<file path="src/rtl/abcg_pkg.sv">
package abcg_pkg;
  // Index of each timing field inside the packed timing vector.
  localparam int unsigned F_CS_ON      = 0;
  localparam int unsigned F_CS_RD_OFF  = 1;
  localparam int unsigned F_CS_WR_OFF  = 2;
  localparam int unsigned F_ADV_ON     = 3;
  localparam int unsigned F_ADV_RD_OFF = 4;
  localparam int unsigned F_ADV_WR_OFF = 5;
  localparam int unsigned F_OE_ON      = 6;
  localparam int unsigned F_OE_OFF     = 7;
  localparam int unsigned F_WE_ON      = 8;
  localparam int unsigned F_WE_OFF     = 9;
  localparam int unsigned F_RD_ACC     = 10;
  localparam int unsigned F_WR_ACC     = 11;
  localparam int unsigned F_RD_CYC     = 12;
  localparam int unsigned F_WR_CYC     = 13;
  localparam int unsigned F_WR_MUX     = 14;
  localparam int unsigned N_FIELDS     = 15;

  // Strobe activity, 1 = asserted (pins are active low).
  typedef struct packed {
    logic cs;
    logic adv;
    logic oe;
    logic we;
  } strobe_t;

  localparam strobe_t STROBE_IDLE = '0;
endpackage

</file>
<file path="src/rtl/abcg_snapshot.sv">
module abcg_snapshot #(
  parameter int unsigned W = 8
) (
  input  logic         clk,
  input  logic         rst_n,
  input  logic         load,
  input  logic [W-1:0] d_in,
  output logic [W-1:0] q
);
  logic [W-1:0] q_d, q_q;

  always_comb begin
    q_d = q_q;
    if (load) q_d = d_in;
  end

  always_ff @(posedge clk or negedge rst_n) begin
    if (!rst_n) q_q <= '0;
    else        q_q <= q_d;
  end

  assign q = q_q;
endmodule

</file>
<file path="src/rtl/abcg_tick_seq.sv">
module abcg_tick_seq #(
  parameter int unsigned TICK_W = 9
) (
  input  logic              clk,
  input  logic              rst_n,
  input  logic              start,
  input  logic [TICK_W-1:0] cyc_len,
  output logic              busy,
  output logic [TICK_W-1:0] tick,
  output logic [TICK_W-1:0] tick_next,
  output logic              finish,
  output logic              done
);
  logic              busy_d, busy_q;
  logic [TICK_W-1:0] tick_d, tick_q;
  logic              done_d, done_q;
  logic [TICK_W:0]   inc;

  assign inc    = {1'b0, tick_q} + 1'b1;
  assign finish = busy_q && (inc >= {1'b0, cyc_len});

  always_comb begin
    busy_d    = busy_q;
    tick_d    = tick_q;
    done_d    = finish;
    tick_next = inc[TICK_W-1:0];
    if (start) begin
      busy_d    = 1'b1;
      tick_d    = '0;
      tick_next = '0;
    end else if (finish) begin
      busy_d = 1'b0;
    end else if (busy_q) begin
      tick_d = inc[TICK_W-1:0];
    end
  end

  always_ff @(posedge clk or negedge rst_n) begin
    if (!rst_n) begin
      busy_q <= 1'b0;
      tick_q <= '0;
      done_q <= 1'b0;
    end else begin
      busy_q <= busy_d;
      tick_q <= tick_d;
      done_q <= done_d;
    end
  end

  assign busy = busy_q;
  assign tick = tick_q;
  assign done = done_q;
endmodule

</file>
<file path="src/rtl/abcg_strobe_dec.sv">
module abcg_strobe_dec
  import abcg_pkg::*;
#(
  parameter int unsigned TICK_W = 9
) (
  input  logic [TICK_W-1:0] tick,
  input  logic              is_wr,
  input  logic [TICK_W-1:0] cs_on,
  input  logic [TICK_W-1:0] cs_off,
  input  logic [TICK_W-1:0] adv_on,
  input  logic [TICK_W-1:0] adv_off,
  input  logic [TICK_W-1:0] oe_on,
  input  logic [TICK_W-1:0] oe_off,
  input  logic [TICK_W-1:0] we_on,
  input  logic [TICK_W-1:0] we_off,
  input  logic [TICK_W-1:0] drive_end,
  input  logic [TICK_W-1:0] mux_at,
  output strobe_t           act,
  output logic              ad_drive,
  output logic              ad_wsel
);
  function automatic logic in_win(input logic [TICK_W-1:0] t,
                                  input logic [TICK_W-1:0] lo,
                                  input logic [TICK_W-1:0] hi);
    return (t >= lo) && (t < hi);
  endfunction

  always_comb begin
    act.cs   = in_win(tick, cs_on, cs_off);
    act.adv  = in_win(tick, adv_on, adv_off);
    act.oe   = !is_wr && in_win(tick, oe_on, oe_off);
    act.we   =  is_wr && in_win(tick, we_on, we_off);
    ad_drive = tick < drive_end;
    ad_wsel  = is_wr && (tick >= mux_at);
  end
endmodule

</file>
<file path="src/rtl/abcg_ad_path.sv">
module abcg_ad_path #(
  parameter int unsigned AD_W = 16
) (
  input  logic            clk,
  input  logic            rst_n,
  input  logic            load,
  input  logic            drive_next,
  input  logic            wsel_next,
  input  logic [AD_W-1:0] addr,
  input  logic [AD_W-1:0] wdata,
  input  logic            capture,
  input  logic [AD_W-1:0] ad_in,
  output logic [AD_W-1:0] ad_out,
  output logic            ad_oe,
  output logic [AD_W-1:0] rdata
);
  logic [AD_W-1:0] out_d, out_q;
  logic            oe_d, oe_q;
  logic [AD_W-1:0] rd_d, rd_q;

  always_comb begin
    out_d = out_q;
    oe_d  = 1'b0;
    rd_d  = rd_q;
    if (load) begin
      oe_d  = drive_next;
      out_d = wsel_next ? wdata : addr;
    end
    if (capture) rd_d = ad_in;
  end

  always_ff @(posedge clk or negedge rst_n) begin
    if (!rst_n) begin
      out_q <= '0;
      oe_q  <= 1'b0;
      rd_q  <= '0;
    end else begin
      out_q <= out_d;
      oe_q  <= oe_d;
      rd_q  <= rd_d;
    end
  end

  assign ad_out = out_q;
  assign ad_oe  = oe_q;
  assign rdata  = rd_q;
endmodule

</file>
<file path="src/rtl/async_bus_cycle_gen.sv">
module async_bus_cycle_gen
  import abcg_pkg::*;
#(
  parameter int unsigned TICK_W = 9,
  parameter int unsigned AD_W   = 16
) (
  input  logic              clk,
  input  logic              rst_n,
  input  logic              req_valid,
  input  logic              req_write,
  input  logic [AD_W-1:0]   req_addr,
  input  logic [AD_W-1:0]   req_wdata,
  output logic              req_ready,
  output logic              done,
  output logic [AD_W-1:0]   rdata,
  input  logic [TICK_W-1:0] t_cs_on,
  input  logic [TICK_W-1:0] t_cs_rd_off,
  input  logic [TICK_W-1:0] t_cs_wr_off,
  input  logic [TICK_W-1:0] t_adv_on,
  input  logic [TICK_W-1:0] t_adv_rd_off,
  input  logic [TICK_W-1:0] t_adv_wr_off,
  input  logic [TICK_W-1:0] t_oe_on,
  input  logic [TICK_W-1:0] t_oe_off,
  input  logic [TICK_W-1:0] t_we_on,
  input  logic [TICK_W-1:0] t_we_off,
  input  logic [TICK_W-1:0] t_rd_access,
  input  logic [TICK_W-1:0] t_wr_access,
  input  logic [TICK_W-1:0] t_rd_cycle,
  input  logic [TICK_W-1:0] t_wr_cycle,
  input  logic [TICK_W-1:0] t_wr_mux,
  output logic              cs_n,
  output logic              adv_n,
  output logic              oe_n,
  output logic              we_n,
  output logic [AD_W-1:0]   ad_out,
  output logic              ad_oe,
  input  logic [AD_W-1:0]   ad_in
);
  localparam int unsigned CFG_W  = N_FIELDS * TICK_W;
  localparam int unsigned SNAP_W = 1 + 2 * AD_W + CFG_W;

  logic [N_FIELDS-1:0][TICK_W-1:0] cfg_in, cfg_q, cfg_eff;
  logic [SNAP_W-1:0] snap_in, snap_q;
  logic              wr_q, wr_eff;
  logic [AD_W-1:0]   addr_q, wdata_q, addr_eff, wdata_eff;

  logic              busy, finish, start, load, capture;
  logic [TICK_W-1:0] tick, tick_next, cyc_len;
  strobe_t           dec_act, strobe_d, strobe_q;
  logic              dec_drive, dec_wsel;

  // Pack timing inputs into the indexed vector.
  always_comb begin
    cfg_in               = '0;
    cfg_in[F_CS_ON]      = t_cs_on;
    cfg_in[F_CS_RD_OFF]  = t_cs_rd_off;
    cfg_in[F_CS_WR_OFF]  = t_cs_wr_off;
    cfg_in[F_ADV_ON]     = t_adv_on;
    cfg_in[F_ADV_RD_OFF] = t_adv_rd_off;
    cfg_in[F_ADV_WR_OFF] = t_adv_wr_off;
    cfg_in[F_OE_ON]      = t_oe_on;
    cfg_in[F_OE_OFF]     = t_oe_off;
    cfg_in[F_WE_ON]      = t_we_on;
    cfg_in[F_WE_OFF]     = t_we_off;
    cfg_in[F_RD_ACC]     = t_rd_access;
    cfg_in[F_WR_ACC]     = t_wr_access;
    cfg_in[F_RD_CYC]     = t_rd_cycle;
    cfg_in[F_WR_CYC]     = t_wr_cycle;
    cfg_in[F_WR_MUX]     = t_wr_mux;
  end

  assign req_ready = ~busy;
  assign start     = req_valid & ~busy;
  assign snap_in   = {req_write, req_addr, req_wdata, cfg_in};

  abcg_snapshot #(.W(SNAP_W)) u_snap (
    .clk  (clk),
    .rst_n(rst_n),
    .load (start),
    .d_in (snap_in),
    .q    (snap_q)
  );

  assign {wr_q, addr_q, wdata_q, cfg_q} = snap_q;

  // The accepting clock decodes tick 0 from the live request.
  assign wr_eff    = start ? req_write : wr_q;
  assign addr_eff  = start ? req_addr  : addr_q;
  assign wdata_eff = start ? req_wdata : wdata_q;
  assign cfg_eff   = start ? cfg_in    : cfg_q;
  assign cyc_len   = wr_q ? cfg_q[F_WR_CYC] : cfg_q[F_RD_CYC];

  abcg_tick_seq #(.TICK_W(TICK_W)) u_seq (
    .clk      (clk),
    .rst_n    (rst_n),
    .start    (start),
    .cyc_len  (cyc_len),
    .busy     (busy),
    .tick     (tick),
    .tick_next(tick_next),
    .finish   (finish),
    .done     (done)
  );

  abcg_strobe_dec #(.TICK_W(TICK_W)) u_dec (
    .tick     (tick_next),
    .is_wr    (wr_eff),
    .cs_on    (cfg_eff[F_CS_ON]),
    .cs_off   (wr_eff ? cfg_eff[F_CS_WR_OFF]  : cfg_eff[F_CS_RD_OFF]),
    .adv_on   (cfg_eff[F_ADV_ON]),
    .adv_off  (wr_eff ? cfg_eff[F_ADV_WR_OFF] : cfg_eff[F_ADV_RD_OFF]),
    .oe_on    (cfg_eff[F_OE_ON]),
    .oe_off   (cfg_eff[F_OE_OFF]),
    .we_on    (cfg_eff[F_WE_ON]),
    .we_off   (cfg_eff[F_WE_OFF]),
    .drive_end(wr_eff ? cfg_eff[F_WR_ACC]     : cfg_eff[F_ADV_RD_OFF]),
    .mux_at   (cfg_eff[F_WR_MUX]),
    .act      (dec_act),
    .ad_drive (dec_drive),
    .ad_wsel  (dec_wsel)
  );

  assign load = start | (busy & ~finish);

  always_comb begin
    strobe_d = STROBE_IDLE;
    if (load) strobe_d = dec_act;
  end

  always_ff @(posedge clk or negedge rst_n) begin
    if (!rst_n) strobe_q <= STROBE_IDLE;
    else        strobe_q <= strobe_d;
  end

  assign capture = busy & ~wr_q & (tick == cfg_q[F_RD_ACC]);

  abcg_ad_path #(.AD_W(AD_W)) u_ad (
    .clk       (clk),
    .rst_n     (rst_n),
    .load      (load),
    .drive_next(dec_drive),
    .wsel_next (dec_wsel),
    .addr      (addr_eff),
    .wdata     (wdata_eff),
    .capture   (capture),
    .ad_in     (ad_in),
    .ad_out    (ad_out),
    .ad_oe     (ad_oe),
    .rdata     (rdata)
  );

  assign cs_n  = ~strobe_q.cs;
  assign adv_n = ~strobe_q.adv;
  assign oe_n  = ~strobe_q.oe;
  assign we_n  = ~strobe_q.we;
endmodule

</file>
<file path="config.mk">
export PLATFORM = sky130hd
export DESIGN_NAME = async_bus_cycle_gen
export DESIGN_NICKNAME = d
export VERILOG_FILES = /design/src/rtl/abcg_pkg.sv /design/src/rtl/abcg_snapshot.sv /design/src/rtl/abcg_tick_seq.sv /design/src/rtl/abcg_strobe_dec.sv /design/src/rtl/abcg_ad_path.sv /design/src/rtl/async_bus_cycle_gen.sv
export SDC_FILE = /design/constraint.sdc
export NUM_CORES = 1
export LEC_CHECK = 0
export CAP_MARGIN = 20
export CELL_PAD_IN_SITES_DETAIL_PLACEMENT = 1
export CELL_PAD_IN_SITES_GLOBAL_PLACEMENT = 1
export CORE_ASPECT_RATIO = 1.2
export CORE_MARGIN = 1
export CORE_UTILIZATION = 46
export DETAILED_ROUTE_END_ITERATION = 10
export PLACE_DENSITY = 0.93
export SYNTH_ARGS = -nofsm -noshare
export SYNTH_HDL_FRONTEND = slang
export SYNTH_HIERARCHICAL = 1
export SYNTH_SLANG_ARGS = --single-unit
</file>
<file path="constraint.sdc">
create_clock -name clk -period 5.66 [get_ports clk]
set_input_delay 1.698 -clock clk [delete_from_list [all_inputs] [get_ports clk]]
set_output_delay 1.698 -clock clk [all_outputs]
set_load 0.01 [all_outputs]
</file>
* Word-level counts from Yosys, hierarchy flattened
Index checks and enable logic that the tools add are counted.
** Word-level totals
- Bits in latches :: 0
- Bits in writable memories :: 0
- Output and inout port bits :: 39
- ROM bits :: 0
- Register bits after elaboration :: 216
- Input port bits :: 187
- Memories kept :: 0
** Operators by class
- Multipliers :: 0
- Shift operators :: 0
- Reductions and logical operators :: 12
- Bitwise logic cells :: 12
- Multiplexer cells :: 17
- Equal/unequal tests :: 2
- Divide/modulo/power cells :: 0
- Add/sub/neg operators :: 1
- $lt $le $gt $ge :: 11
** Operator list (count)
- $mux 135 :: 1
- $mux 9 :: 8
- $mux 16 :: 3
- $ge 9x9->1 :: 5
- $lt 9x9->1 :: 5
- $add 9x1->10 const B :: 1
- $ge 10x9->1 :: 1
- $eq 9x9->1 :: 1
- $logic_and 1x1->1 :: 8
- $not 1->1 :: 7
- $and 1x1->1 :: 4
- $mux 1 :: 4
- $mux 4 :: 1
- $reduce_bool 2->1 :: 2
- $ne 2x1->1 const B :: 1
- $reduce_and 2->1 :: 1
- $logic_not 1->1 :: 1
- $or 1x1->1 :: 1

* Longest topological paths before layout
- Depth in word-level cells :: 7
- Depth in mapped cells :: 18
- Gate-level depth less buffers :: 12

* Hierarchy
Netlist, hierarchy kept.
** Modules (own cells, without submodules)
- abcg_snapshot :: seq. area each 4204.0 µm², cells each 355, instances 1, area an instance 6663.9 µm²
- async_bus_cycle_gen :: seq. area each 100.1 µm², cells each 403, instances 1, area an instance 2224.6 µm²
- abcg_strobe_dec :: seq. area each 0.0 µm², cells each 280, instances 1, area an instance 2068.2 µm²
- abcg_ad_path :: seq. area each 825.8 µm², cells each 106, instances 1, area an instance 1422.6 µm²
- abcg_tick_seq :: seq. area each 275.3 µm², cells each 105, instances 1, area an instance 933.4 µm²

* Worst setup path after synthesis
No wires, ideal clock.
- Path kind :: input to register
- Start :: input port req_valid
- End :: register u_ad.out_q[10] (netlist: u_ad/ad_out[10])
- Path slack :: 0.873 ns
- Stages :: 18
- Data arrival time :: 4.650 ns
- Cells stage by stage :: nand2b_2 -> buf_6 -> inv_8 -> buf_6 -> buf_2 -> clkbuf_1 -> clkbuf_1 -> nor2_1 -> inv_1 -> ha_1 -> nand2b_1 -> a211oi_1 -> o221ai_1 -> a41o_1 -> buf_6 -> buf_12 -> mux2i_1 -> a21oi_1
** Between the ends
- Word-level cells in the longest chain between the ends :: 5
- Elaborated cells between the ends (all ways) :: 10
- Classes of those cells :: 1 x order compare; 6 x mux; 2 x bitwise; 1 x reduce/logical
** RTL lines
- start: declaration :: RTL line async_bus_cycle_gen.sv:9 : input logic req_valid,
- $and 1x1->1 :: RTL line async_bus_cycle_gen.sv:73 : assign start = req_valid & ~busy;
- net start :: RTL line async_bus_cycle_gen.sv:47 : logic busy, finish, start, load, capture;
- $mux 9 :: RTL line abcg_tick_seq.sv:27 : if (start) begin
- net tick_next[0] :: RTL line async_bus_cycle_gen.sv:48 : logic [TICK_W-1:0] tick, tick_next, cyc_len;
- $ge 9x9->1 :: RTL line abcg_strobe_dec.sv:34 : ad_wsel = is_wr && (tick >= mux_at);
- $logic_and 1x1->1 :: RTL line abcg_strobe_dec.sv:34
- net dec_wsel :: RTL line async_bus_cycle_gen.sv:50 : logic dec_drive, dec_wsel;
- $mux 16 :: RTL line abcg_ad_path.sv:27 : out_d = wsel_next ? wdata : addr;
- end signal: assignment :: RTL line abcg_ad_path.sv:38 : out_q <= out_d;
- end: declaration :: RTL line abcg_ad_path.sv:17 : logic [AD_W-1:0] out_d, out_q;
The timed path passes the listed nets, and every way through them passes these cells.
A chain may end at the register's enable or synchronous reset.

* Worst setup path in the final report
- Start :: input port req_valid
- End :: register u_ad.out_q[15] (netlist: u_ad/ad_out[15])
** Between the ends
- Word-level cells in the longest chain between the ends :: 5
- Elaborated cells between the ends (all ways) :: 10
- Classes of those cells :: 1 x order compare; 6 x mux; 2 x bitwise; 1 x reduce/logical
** RTL lines (RTL line)
- $and 1x1->1 :: async_bus_cycle_gen.sv:73
- $mux 9 :: abcg_tick_seq.sv:27
- net tick_next[0] :: async_bus_cycle_gen.sv:48
- $ge 9x9->1 :: abcg_strobe_dec.sv:34
- $logic_and 1x1->1 :: abcg_strobe_dec.sv:34
- net dec_wsel :: async_bus_cycle_gen.sv:50
- $mux 16 :: abcg_ad_path.sv:27
The timed path passes the listed nets, and every way through them passes these cells.

==> run summary <==
The run finished with clean final reports. The net switching share of the total power is 0.379, and the share of total power in the clock network is 0.183. For the final routed database, the setup TNS stands at 0 ps. The worst hold path depth is 1, and the total of buffers placed on input and output ports is 225.

Prior to clock tree synthesis, the placed netlist has a worst setup slack of 520 ps. For the relative contribution of combinational cells to total power, the log shows 0.503. Overall routing resource usage: 0.287. The total power consumption of the routed design came out at 9040 uW. Summed over all layers, the routed wires come to 41.6 mm.

The DRC violation total after the first TritonRoute iteration was 465; the fraction of synthesized cell area in xor and xnor cells was 0.0125. Once routing completed, OpenROAD measured the worst setup slack at 927 ps. The first TritonRoute pass finished after 5 iterations. The tools report the number of I/O pins as 226. The startpoint of the most critical register-to-register path was u_seq/tick[0]. The sequential share of the synthesized area was 0.406. The path class of the tightest hold or removal check is reg -> reg. The adder-cell area share of the yosys netlist was 0.0893; the standby leakage power was 0.00795 uW.

The sequential share of power was 0.314. Internal power comes to 5610 uW. In this run the worst path has a maximum fanout of 56.

In this run the clock root is driven by a sky130_fd_sc_hd__clkbuf_16. The count of pins over their slew limit came out at 0. For the worst flop-to-flop path, the logic depth is 14. The number of post-CTS setup repair buffers is 0, and the simple-gate area share of the yosys netlist is 0.137. Data on the critical path arrives at its endpoint at 5130 ps. The critical path startpoint category is a primary input. Number of global-route vias before repair: 12000. The worst hold path begins at u_snap/q[26]. The run gives 3430 uW as the net load switching power. The mean instance size in the synthesized netlist was 10.7 sq um; the final count of hold timing violations was 0.

In this design, the critical path's most frequently occurring cell is sky130_fd_sc_hd__buf_4. The number of different library cells used by synthesis comes to 63. Across the run, the number of max-cap violations was 0. The floorplan step defined a die boundary enclosing 29600 sq um. TritonCTS built the clock tree.

The fmax is 211 MHz. Setup repair after global routing left no endpoint under its margin. STA classifies the critical path endpoint as a register. The core region is 28200 sq um.

Hold is met by 504 ps. The run gives 5 as the initial antenna violation count. Post-synthesis compound-gate area fraction: 0.0658. The chip width came out at 157 um.

In the routed layout, each cell is associated on average with a via count of 5.58. The wire length per cell works out to 22.3 um. The launching element of the worst setup path is req_valid. The number of synthesized register bits works out to 216. The worst setup path is of the in -> reg kind.

The clock period could shrink to 4730 ps. Once detail routing completed, the nets flagged for antenna violations numbered 0. Routability-driven placement finished with a final weighted congestion of 0.805. Clock-pin slew was measured on the worst setup and hold paths at 60 ps. For this block, the via count after detailed routing is 10400. The maximum number of pins on one net before global-route repair is 109, and the number of CTS-inserted buffers is 24.

The largest family of logic cells by synthesized area was multiplexers. The floorplan die height was 188 um. STA puts the critical path data required time at 6050 ps.

The mapped cell area came out at 13300 sq um. The total congestion overflow after global routing is 0. Layout-stage area growth over the synthesis result: 25.2%.

The predominant post-synthesis flop cell was sky130_fd_sc_hd__dfrtp_1. Across the routed clock network, the largest skew measured is 25.2 ps. For the pin with the worst max-slew slack, the measured transition is 918 ps. The run gives 0 as the setup violation total in the final timing report. For the first-pass GRT wire length, the log shows 65.4 mm. Power spread over the standard cell area amounts to 543 nW/um^2. The post-cts repair resize count is 0, and the hold buffer count at CTS is 0. During synthesis, Yosys emitted a total of 6 warnings.

The run gives 1249 as the number of instances in the synthesized netlist. The critical path goes through clkdlybuf4s50_1, nand2b_4, clkinv_8, nor2_1, buf_4, inv_1, ha_1, nand2b_1, a211oi_1, o221ai_1, a41o_1, buf_4, mux2i_1, a21oi_1. At the end of the flow, the number of nets in the layout was 1744. The tools report the worst-case headroom to the max-slew limit as 0.388.

Row generation in the floorplan step produced 67 rows. The logs give 530 ps for the later-pin clock latency in the skew report and 0 for the residual DRC count. The number of enable-type register cells in the synthesized netlist was 0; the fraction of final layout cells with drive strength greater than 1 was 0.193. Maximum clock insertion buffer count: 3. When the netlist entered floorplanning its net count stood at 1531. The multiplexer fraction of the synthesized cell area works out to 0.225. The async set-or-reset flop fraction in the synthesized netlist came out at 1.00. The worst-case IR drop observed on VDD is 0.372 mV. On the worst path, the slowest cell contributes a delay of 600 ps.

For the number of levels in the clock H-tree, the log shows 1. The part of the cycle the worst path needs is 0.836, and the initial core utilization is 0.473. Fill cells in the final layout number 3005.

Summed over all nets, the half-perimeter wirelength after detailed placement is 28.8 mm. Clock tree synthesis found a total of 216 sinks. The slowest stage of the critical path belongs to the cell sky130_fd_sc_hd__clkdlybuf4s50_1.
cell usage in the layout (no fill, tap or decap), types with 10 or more instances in the layout:
master / n
sky130_fd_sc_hd__inv_1: 99
sky130_fd_sc_hd__a221o_1: 20
sky130_fd_sc_hd__nand2_1: 301
sky130_fd_sc_hd__a211oi_1: 11
sky130_fd_sc_hd__mux2_2: 82
sky130_fd_sc_hd__nor2_1: 35
sky130_fd_sc_hd__a21oi_1: 37
sky130_fd_sc_hd__xnor2_1: 18
sky130_fd_sc_hd__nand3_1: 15
sky130_fd_sc_hd__mux2i_1: 16
sky130_fd_sc_hd__clkbuf_16: 25
sky130_fd_sc_hd__nor2b_1: 12
sky130_fd_sc_hd__ha_1: 95
sky130_fd_sc_hd__dfrtp_1: 216
sky130_fd_sc_hd__mux2_4: 111
sky130_fd_sc_hd__clkdlybuf4s50_1: 224
sky130_fd_sc_hd__buf_4: 18
sky130_fd_sc_hd__o21ai_0: 10
sequential cells by signal, indices dropped and copies added (netlist names):
signal	flops
strobe_q	4
u_ad/ad_oe	1
u_ad/ad_out	16
u_ad/rdata	16
u_seq/busy	1
u_seq/done	1
u_seq/tick	9
u_snap/q	168
worst paths after layout:
| kind | slack [ps] | end |
|---|---|---|
| max | 930 | u_ad/ad_out[15] |
| min reg2reg | 500 | u_snap/q[26] |
| max in group asynchronous | 3410 | u_snap/q[146] |
| min | 500 | u_snap/q[26] |
| max reg2reg | 1320 | u_ad/ad_out[15] |
| min in group asynchronous | 1220 | u_snap/q[122] |
per-layer routing:
| metal | share of wire | wire (um) | GRT usage | vias up |
|---|---|---|---|---|
| met5 | 0 | 0 | 0 | - |
| met4 | 0.049 | 2020 | 0.136 | 0 |
| met3 | 0.043 | 1800 | 0.0359 | 123 |
| met2 | 0.53 | 21900 | 0.522 | 339 |
| met1 | 0.38 | 15900 | 0.330 | 5242 |
| li1 | - | - | - | 4694 |
cells in the mapped netlist (12+ instances only):
library cell               number  area [sq um]
sky130_fd_sc_hd__nand2_1      301          1130
sky130_fd_sc_hd__dfrtp_1      216          5410
sky130_fd_sc_hd__mux2_4       111          1670
sky130_fd_sc_hd__inv_1         99           372
sky130_fd_sc_hd__ha_1          95          1190
sky130_fd_sc_hd__mux2_2        82           923
sky130_fd_sc_hd__a21oi_1       37           185
sky130_fd_sc_hd__nor2_1        35           131
sky130_fd_sc_hd__buf_6         24           270
sky130_fd_sc_hd__a221o_1       20           200
sky130_fd_sc_hd__xnor2_1       18           158
sky130_fd_sc_hd__mux2i_1       16           160
sky130_fd_sc_hd__nand3_1       15          75.1
sky130_fd_sc_hd__clkbuf_1      13          48.8
sky130_fd_sc_hd__buf_2         12          60.1
sky130_fd_sc_hd__nor2b_1       12          75.1
power groups by stage:
stage | combinational (uW) | sequential, uW | clock, uW
finish | 4550 | 2840 | 1650
global route | 4960 | 2920 | 1740
CTS | 4520 | 2830 | 1690
detailed placement | 4400 | 2830 | 0
global placement | 4040 | 2740 | 0
floorplan | 3070 | 2680 | 0
cell families after synthesis:
group           after synthesis
fa+ha+maj                    95
flops                       216
compound gates              121
buf+inv                     161
mux                         221
simple gates                416
xor+xnor                     19
per-stage QoR:
| step | instances | area (sq um) | utilization |
|---|---|---|---|
| 6_report | 1863 | 16700 | 0.592 |
| 5_1_grt | 1862 | 16700 | 0.592 |
| 4_1_cts | 1857 | 16600 | 0.590 |
| 3_5_place_dp | 1814 | 15800 | 0.561 |
| 3_3_place_gp | 1814 | 15800 | 0.561 |
| 2_1_floorplan | 1249 | 13300 | - |
layout make-up:
cell class,count,area (sq um),share of cell area
inverters,101,392,0.0235
multi-input cells,872,7080,0.425
repair buffers,247,2470,0.148
clock buffers,39,758,0.0455
clock inverters,4,70.1,0.00420
diodes,5,12.5,0.000751
flip-flops and latches,216,5410,0.324
well taps,379,474,0.0285
worst max-delay path: cells and delay by family:
| family | cells | cell delay (ps) |
|---|---|---|
| AOI/OAI and AO/OA | 4 | 900 |
| adders and majority gates | 1 | 300 |
| buffers and inverters | 5 | 1370 |
| muxes | 1 | 260 |
| and+or+nand+nor | 3 | 560 |
No activity file was read; power rests on OpenSTA's default activity.
